$ cat src/rtl/pwm_quad_pkg.sv
package pwm_quad_pkg;
    localparam int DEF_NUM_CH = 4;
    localparam int DEF_RES_W  = 8;

    function automatic int addr_width(input int n);
        return (n > 1) ? $clog2(n) : 1;
    endfunction
endpackage

$ cat src/rtl/pwm_tick_counter.sv
module pwm_tick_counter #(
    parameter int RES_W = pwm_quad_pkg::DEF_RES_W
) (
    input  logic             clk,
    input  logic             rst_n,
    output logic [RES_W-1:0] cnt,
    output logic             wrap
);
    typedef struct packed {
        logic [RES_W-1:0] cnt;
    } cnt_state_t;

    cnt_state_t st_d, st_q;

    always_comb begin
        st_d     = st_q;
        st_d.cnt = st_q.cnt + 1'b1;
    end

    always_ff @(posedge clk or negedge rst_n) begin
        if (!rst_n) st_q <= '0;
        else        st_q <= st_d;
    end

    assign cnt  = st_q.cnt;
    assign wrap = (st_q.cnt == {RES_W{1'b1}});
endmodule

$ cat src/rtl/pwm_setpoint_bank.sv
module pwm_setpoint_bank #(
    parameter int NUM_CH = pwm_quad_pkg::DEF_NUM_CH,
    parameter int RES_W  = pwm_quad_pkg::DEF_RES_W,
    parameter int ADDR_W = pwm_quad_pkg::addr_width(NUM_CH)
) (
    input  logic                         clk,
    input  logic                         rst_n,
    input  logic                         bus_cs_n,
    input  logic                         bus_wr_n,
    input  logic [ADDR_W-1:0]            bus_addr,
    input  logic [RES_W-1:0]             bus_data,
    output logic [NUM_CH-1:0][RES_W-1:0] staged
);
    typedef struct packed {
        logic [NUM_CH-1:0][RES_W-1:0] stg;
    } bank_state_t;

    bank_state_t      st_d, st_q;
    logic [NUM_CH-1:0] hit;

    for (genvar g = 0; g < NUM_CH; g++) begin : g_dec
        assign hit[g] = !bus_cs_n && !bus_wr_n && (bus_addr == ADDR_W'(g));
    end

    always_comb begin
        st_d = st_q;
        for (int i = 0; i < NUM_CH; i++) begin
            if (hit[i]) st_d.stg[i] = bus_data;
        end
    end

    always_ff @(posedge clk or negedge rst_n) begin
        if (!rst_n) st_q <= '0;
        else        st_q <= st_d;
    end

    assign staged = st_q.stg;
endmodule

$ cat src/rtl/pwm_channel.sv
module pwm_channel #(
    parameter int RES_W = pwm_quad_pkg::DEF_RES_W
) (
    input  logic             clk,
    input  logic             rst_n,
    input  logic             wrap,
    input  logic [RES_W-1:0] cnt,
    input  logic [RES_W-1:0] staged,
    input  logic             wave_keep,
    output logic [RES_W-1:0] active,
    output logic             pwm
);
    typedef struct packed {
        logic [RES_W-1:0] act;
        logic             out;
    } ch_state_t;

    ch_state_t st_d, st_q;
    logic      below, zero_trap, floor_pulse;

    always_comb begin
        below       = (cnt < st_q.act);
        zero_trap   = (st_q.act == '0) && !wave_keep;
        floor_pulse = wave_keep && (cnt == '0);
        st_d        = st_q;
        st_d.out    = !zero_trap && (below || floor_pulse);
        if (wrap) st_d.act = staged;
    end

    always_ff @(posedge clk or negedge rst_n) begin
        if (!rst_n) st_q <= '0;
        else        st_q <= st_d;
    end

    assign active = st_q.act;
    assign pwm    = st_q.out;
endmodule

$ cat src/rtl/pwm_quad.sv
module pwm_quad #(
    parameter int NUM_CH = pwm_quad_pkg::DEF_NUM_CH,
    parameter int RES_W  = pwm_quad_pkg::DEF_RES_W,
    localparam int ADDR_W = pwm_quad_pkg::addr_width(NUM_CH)
) (
    input  logic              clk,
    input  logic              rst_n,
    input  logic              bus_cs_n,
    input  logic              bus_wr_n,
    input  logic [ADDR_W-1:0] bus_addr,
    input  logic [RES_W-1:0]  bus_data,
    input  logic              wave_keep,
    output logic [NUM_CH-1:0] pwm_out
);
    logic [RES_W-1:0]             cnt_w;
    logic                         wrap_w;
    logic [NUM_CH-1:0][RES_W-1:0] stg_w;
    logic [NUM_CH-1:0][RES_W-1:0] act_w;

    pwm_tick_counter #(.RES_W(RES_W)) u_cnt (
        .clk  (clk),
        .rst_n(rst_n),
        .cnt  (cnt_w),
        .wrap (wrap_w)
    );

    pwm_setpoint_bank #(.NUM_CH(NUM_CH), .RES_W(RES_W), .ADDR_W(ADDR_W)) u_bank (
        .clk     (clk),
        .rst_n   (rst_n),
        .bus_cs_n(bus_cs_n),
        .bus_wr_n(bus_wr_n),
        .bus_addr(bus_addr),
        .bus_data(bus_data),
        .staged  (stg_w)
    );

    for (genvar g = 0; g < NUM_CH; g++) begin : g_ch
        pwm_channel #(.RES_W(RES_W)) u_ch (
            .clk      (clk),
            .rst_n    (rst_n),
            .wrap     (wrap_w),
            .cnt      (cnt_w),
            .staged   (stg_w[g]),
            .wave_keep(wave_keep),
            .active   (act_w[g]),
            .pwm      (pwm_out[g])
        );
    end
endmodule

$ cat config.mk
export PLATFORM = sky130hd
export DESIGN_NAME = pwm_quad
export DESIGN_NICKNAME = d
export VERILOG_FILES = /design/src/rtl/pwm_quad_pkg.sv /design/src/rtl/pwm_tick_counter.sv /design/src/rtl/pwm_setpoint_bank.sv /design/src/rtl/pwm_channel.sv /design/src/rtl/pwm_quad.sv
export SDC_FILE = /design/constraint.sdc
export NUM_CORES = 1
export LEC_CHECK = 0
export CAP_MARGIN = 20
export CORE_MARGIN = 8
export CORE_UTILIZATION = 50
export DETAILED_ROUTE_END_ITERATION = 12
export PLACE_DENSITY = 0.7
export REMOVE_ABC_BUFFERS = 1
export SLEW_MARGIN = 20
export SYNTH_ARGS = -nofsm -noshare
export SYNTH_HDL_FRONTEND = slang
export SYNTH_SLANG_ARGS = --single-unit
$ cat constraint.sdc
create_clock -name clk -period 1.8 [get_ports clk]
set_clock_uncertainty 0.15 [all_clocks]
set_input_delay 0.36 -clock clk [delete_from_list [all_inputs] [get_ports clk]]
set_output_delay 0.36 -clock clk [all_outputs]
set_load 0.1 [all_outputs]
==> impl_metrics.json <==
{
  "ys.flop_type": "dfrtp_1",
  "grt_start_max_net_pins": 77,
  "placed_area_sq_um": 4290,
  "power.density_nw_per_um2": 833,
  "clk_path_buf_depth": 2,
  "synth_common_cells": "dfrtp_1, mux2_2, ha_1, inv_1, mux2_4",
  "drc_errors": 0,
  "first_global_vias": 2517,
  "max_slew_margin_pct": 73.8,
  "seq_area_frac_synth_pct": 49.4,
  "core_region_area_sq_um": 7610,
  "core.rowCount": 32,
  "num_antenna_cells": 0,
  "critPathMaxFanout": 7,
  "drtAntennaViolNets": 0,
  "cp-start-kind": "flop",
  "avgSynthCellArea_sq_um": 13.3,
  "hold_viol": 0,
  "grtUsageTotal_pct": 15.3,
  "die_area_sq_um": 10800,
  "violations": "setup timing",
  "wire_per_inst_microns": 17.8,
  "fill_cells": 562,
  "setup.worst_path.end_class": "flop",
  "antenna_found_initial": 0,
  "slew_viol_final": 0,
  "leakagePower_nw": 2.13,
  "synthCells": 290,
  "grt_pass1_wl_microns": 13000,
  "synth_cell_type_count": 32,
  "rsz0062_at_grt": "true",
  "clock_latency_ns": 0.35,
  "nNetsFinal": 381,
  "crit_required_ns": 1.88,
  "period_needed_ns": 1.83,
  "yosys.area.top_type": "dfrtp_1",
  "ctsHtreeMaxLevel": 3,
  "drt_iter0_drc": 89,
  "clk_pin_slew_worst_paths_ns": 0.08,
  "drv_cap": 0,
  "cp.arrival_ns": 1.91,
  "layout_setup_ws_ns": -0.0289,
  "yosys.cell_count.top_type": "dfrtp_1",
  "status": "finished, violations left",
  "num_io_pins": 19,
  "cts_buffers": 9,
  "yosys.area.top_type_share_pct": 49.4,
  "worstSetupPathType": "flop to flop",
  "vias": 2428,
  "drive_above_1_share_pct": 35.8,
  "die_w_microns": 104,
  "max_freq_mhz": 547,
  "cts_tree": "yes",
  "ys_ff_latch": 76,
  "yosysWarnings": 0,
  "syn_to_final_growth_pct": 22.1,
  "gp_congestion": 0.766,
  "routed_wl_microns": 7900,
  "cts_sinks": 76,
  "worst_pin_slew_ns": 0.394,
  "fin_area_sq_um": 4700,
  "ys_top_cells_by_area": "dfrtp_1, mux2_4, mux2_2",
  "hpwl_microns": 5120,
  "firstDrtPassIters": 6,
  "synth_area_sq_um": 3850,
  "period_share_pct": 102,
  "tns_ns": -0.189,
  "synth_edf_count": 0,
  "initial_utilization_pct": 50.7,
  "synthArstFlopShare_pct": 100,
  "viasPerCell": 5.48,
  "hp-class": "flop to flop",
  "die-height_microns": 104,
  "ir_worst_vdd_uv": 602,
  "finalSetupViolCount": 13,
  "io_buffers": 18,
  "fin_total_pwr_mw": 3.92,
  "root_buffer": "clkbuf_8",
  "grt_overflow": 0
}
==> layout by cell type (no fill, tap or decap), types with 5 or more instances in the layout <==
master	Yosys	layout
a21oi_1	10	10
buf_12	3	9
buf_4	4	19
clkbuf_8	0	9
clkdlybuf4s50_1	0	10
dfrtp_1	76	74
ha_1	30	29
inv_1	30	30
mux2_2	34	32
mux2_4	30	32
nand2_1	10	10
nand4_1	7	7
nor2_1	8	8
nor3_1	8	7
o211ai_1	5	5
==> state kept, by name (all words and copies together), names as in the netlist <==
register / cells
g_ch.u_ch.pwm: 4
u_bank.staged: 32
g_ch.u_ch.active: 32
u_cnt.cnt: 8
==> kinds of logic after synthesis <==
kind of cell | share of synthesized area (%)
xor+xnor | 1.36
compound gates | 4.03
mux | 21.6
buf+inv | 5.68
flops | 49.4
simple gates | 8.21
fa+ha+maj | 9.74
==> where the power goes <==
group	internal, mW	switching, mW
sequential	1.86	0.0860
combinational	0.171	0.108
clock	1.06	0.631
total	3.09	0.825
==> repair_timing <==
action,in CTS,in global routing
endpoints found under the setup margin,28,44
hold buffers,1,0
resized for setup,7,11
hold endpoints to repair,76,0
pin swaps,2,3
gates cloned,2,0
buffers inserted,2,2
==> per-layer routing <==
metal  wire, microns  GRT usage, %  vias to the layer above  part of all wire, %
li1                -             -                     1115                    -
met5               0             0                        -                    0
met3             351          2.60                       20                  4.4
met4             256          10.1                        0                  3.2
met2            3670          23.0                       73                   46
met1            3630          20.0                     1220                   46
==> final timing paths <==
check | slack (ns) | startpoint | depth (start not counted) | to
worst max-delay path | -0.03 | u_cnt.cnt[1] | 7 | g_ch[3].u_ch.active[5]
worst min-delay path | 0.35 | u_bank.staged[7] | 1 | g_ch[0].u_ch.active[7]
worst max register to register | -0.03 | u_cnt.cnt[1] | 7 | g_ch[3].u_ch.active[5]
worst min register to register | 0.35 | u_bank.staged[7] | 1 | g_ch[0].u_ch.active[7]
max in group asynchronous | 0.76 | rst_n | 3 | u_cnt.cnt[7]
min in group asynchronous | 0.41 | rst_n | 3 | u_bank.staged[11]
==> per-stage QoR <==
step,worst slack [ns],hold slack (ns),util [%],std cells
after floorplan,-1.03,-0.0856,-,281
after global placement,-0.273,0.258,56.3,420
after detailed placement,-0.300,0.258,56.3,420
after CTS,-0.0442,0.351,61.2,441
after global routing,-0.0928,0.371,61.8,443
final,-0.0289,0.345,61.8,443
==> worst max-delay path, cell delays in order, from the launching register on <==
cell	delay [ns]
dfrtp_1	0.37
ha_2	0.22
nand3_4	0.08
nor2_4	0.10
and3_4	0.24
buf_12	0.13
buf_16	0.14
mux2_4	0.30
==> cell type report <==
cell class	instances	area (sq um)	share of cell area, %
clock buffers	9	124	2.63
multi-input cells	175	1770	37.7
clock inverters	7	139	2.95
repair buffers	44	526	11.2
inverters	30	113	2.39
well taps	102	128	2.71
flip-flops and latches	76	1900	40.5
Power figures use the tool's default switching activity.
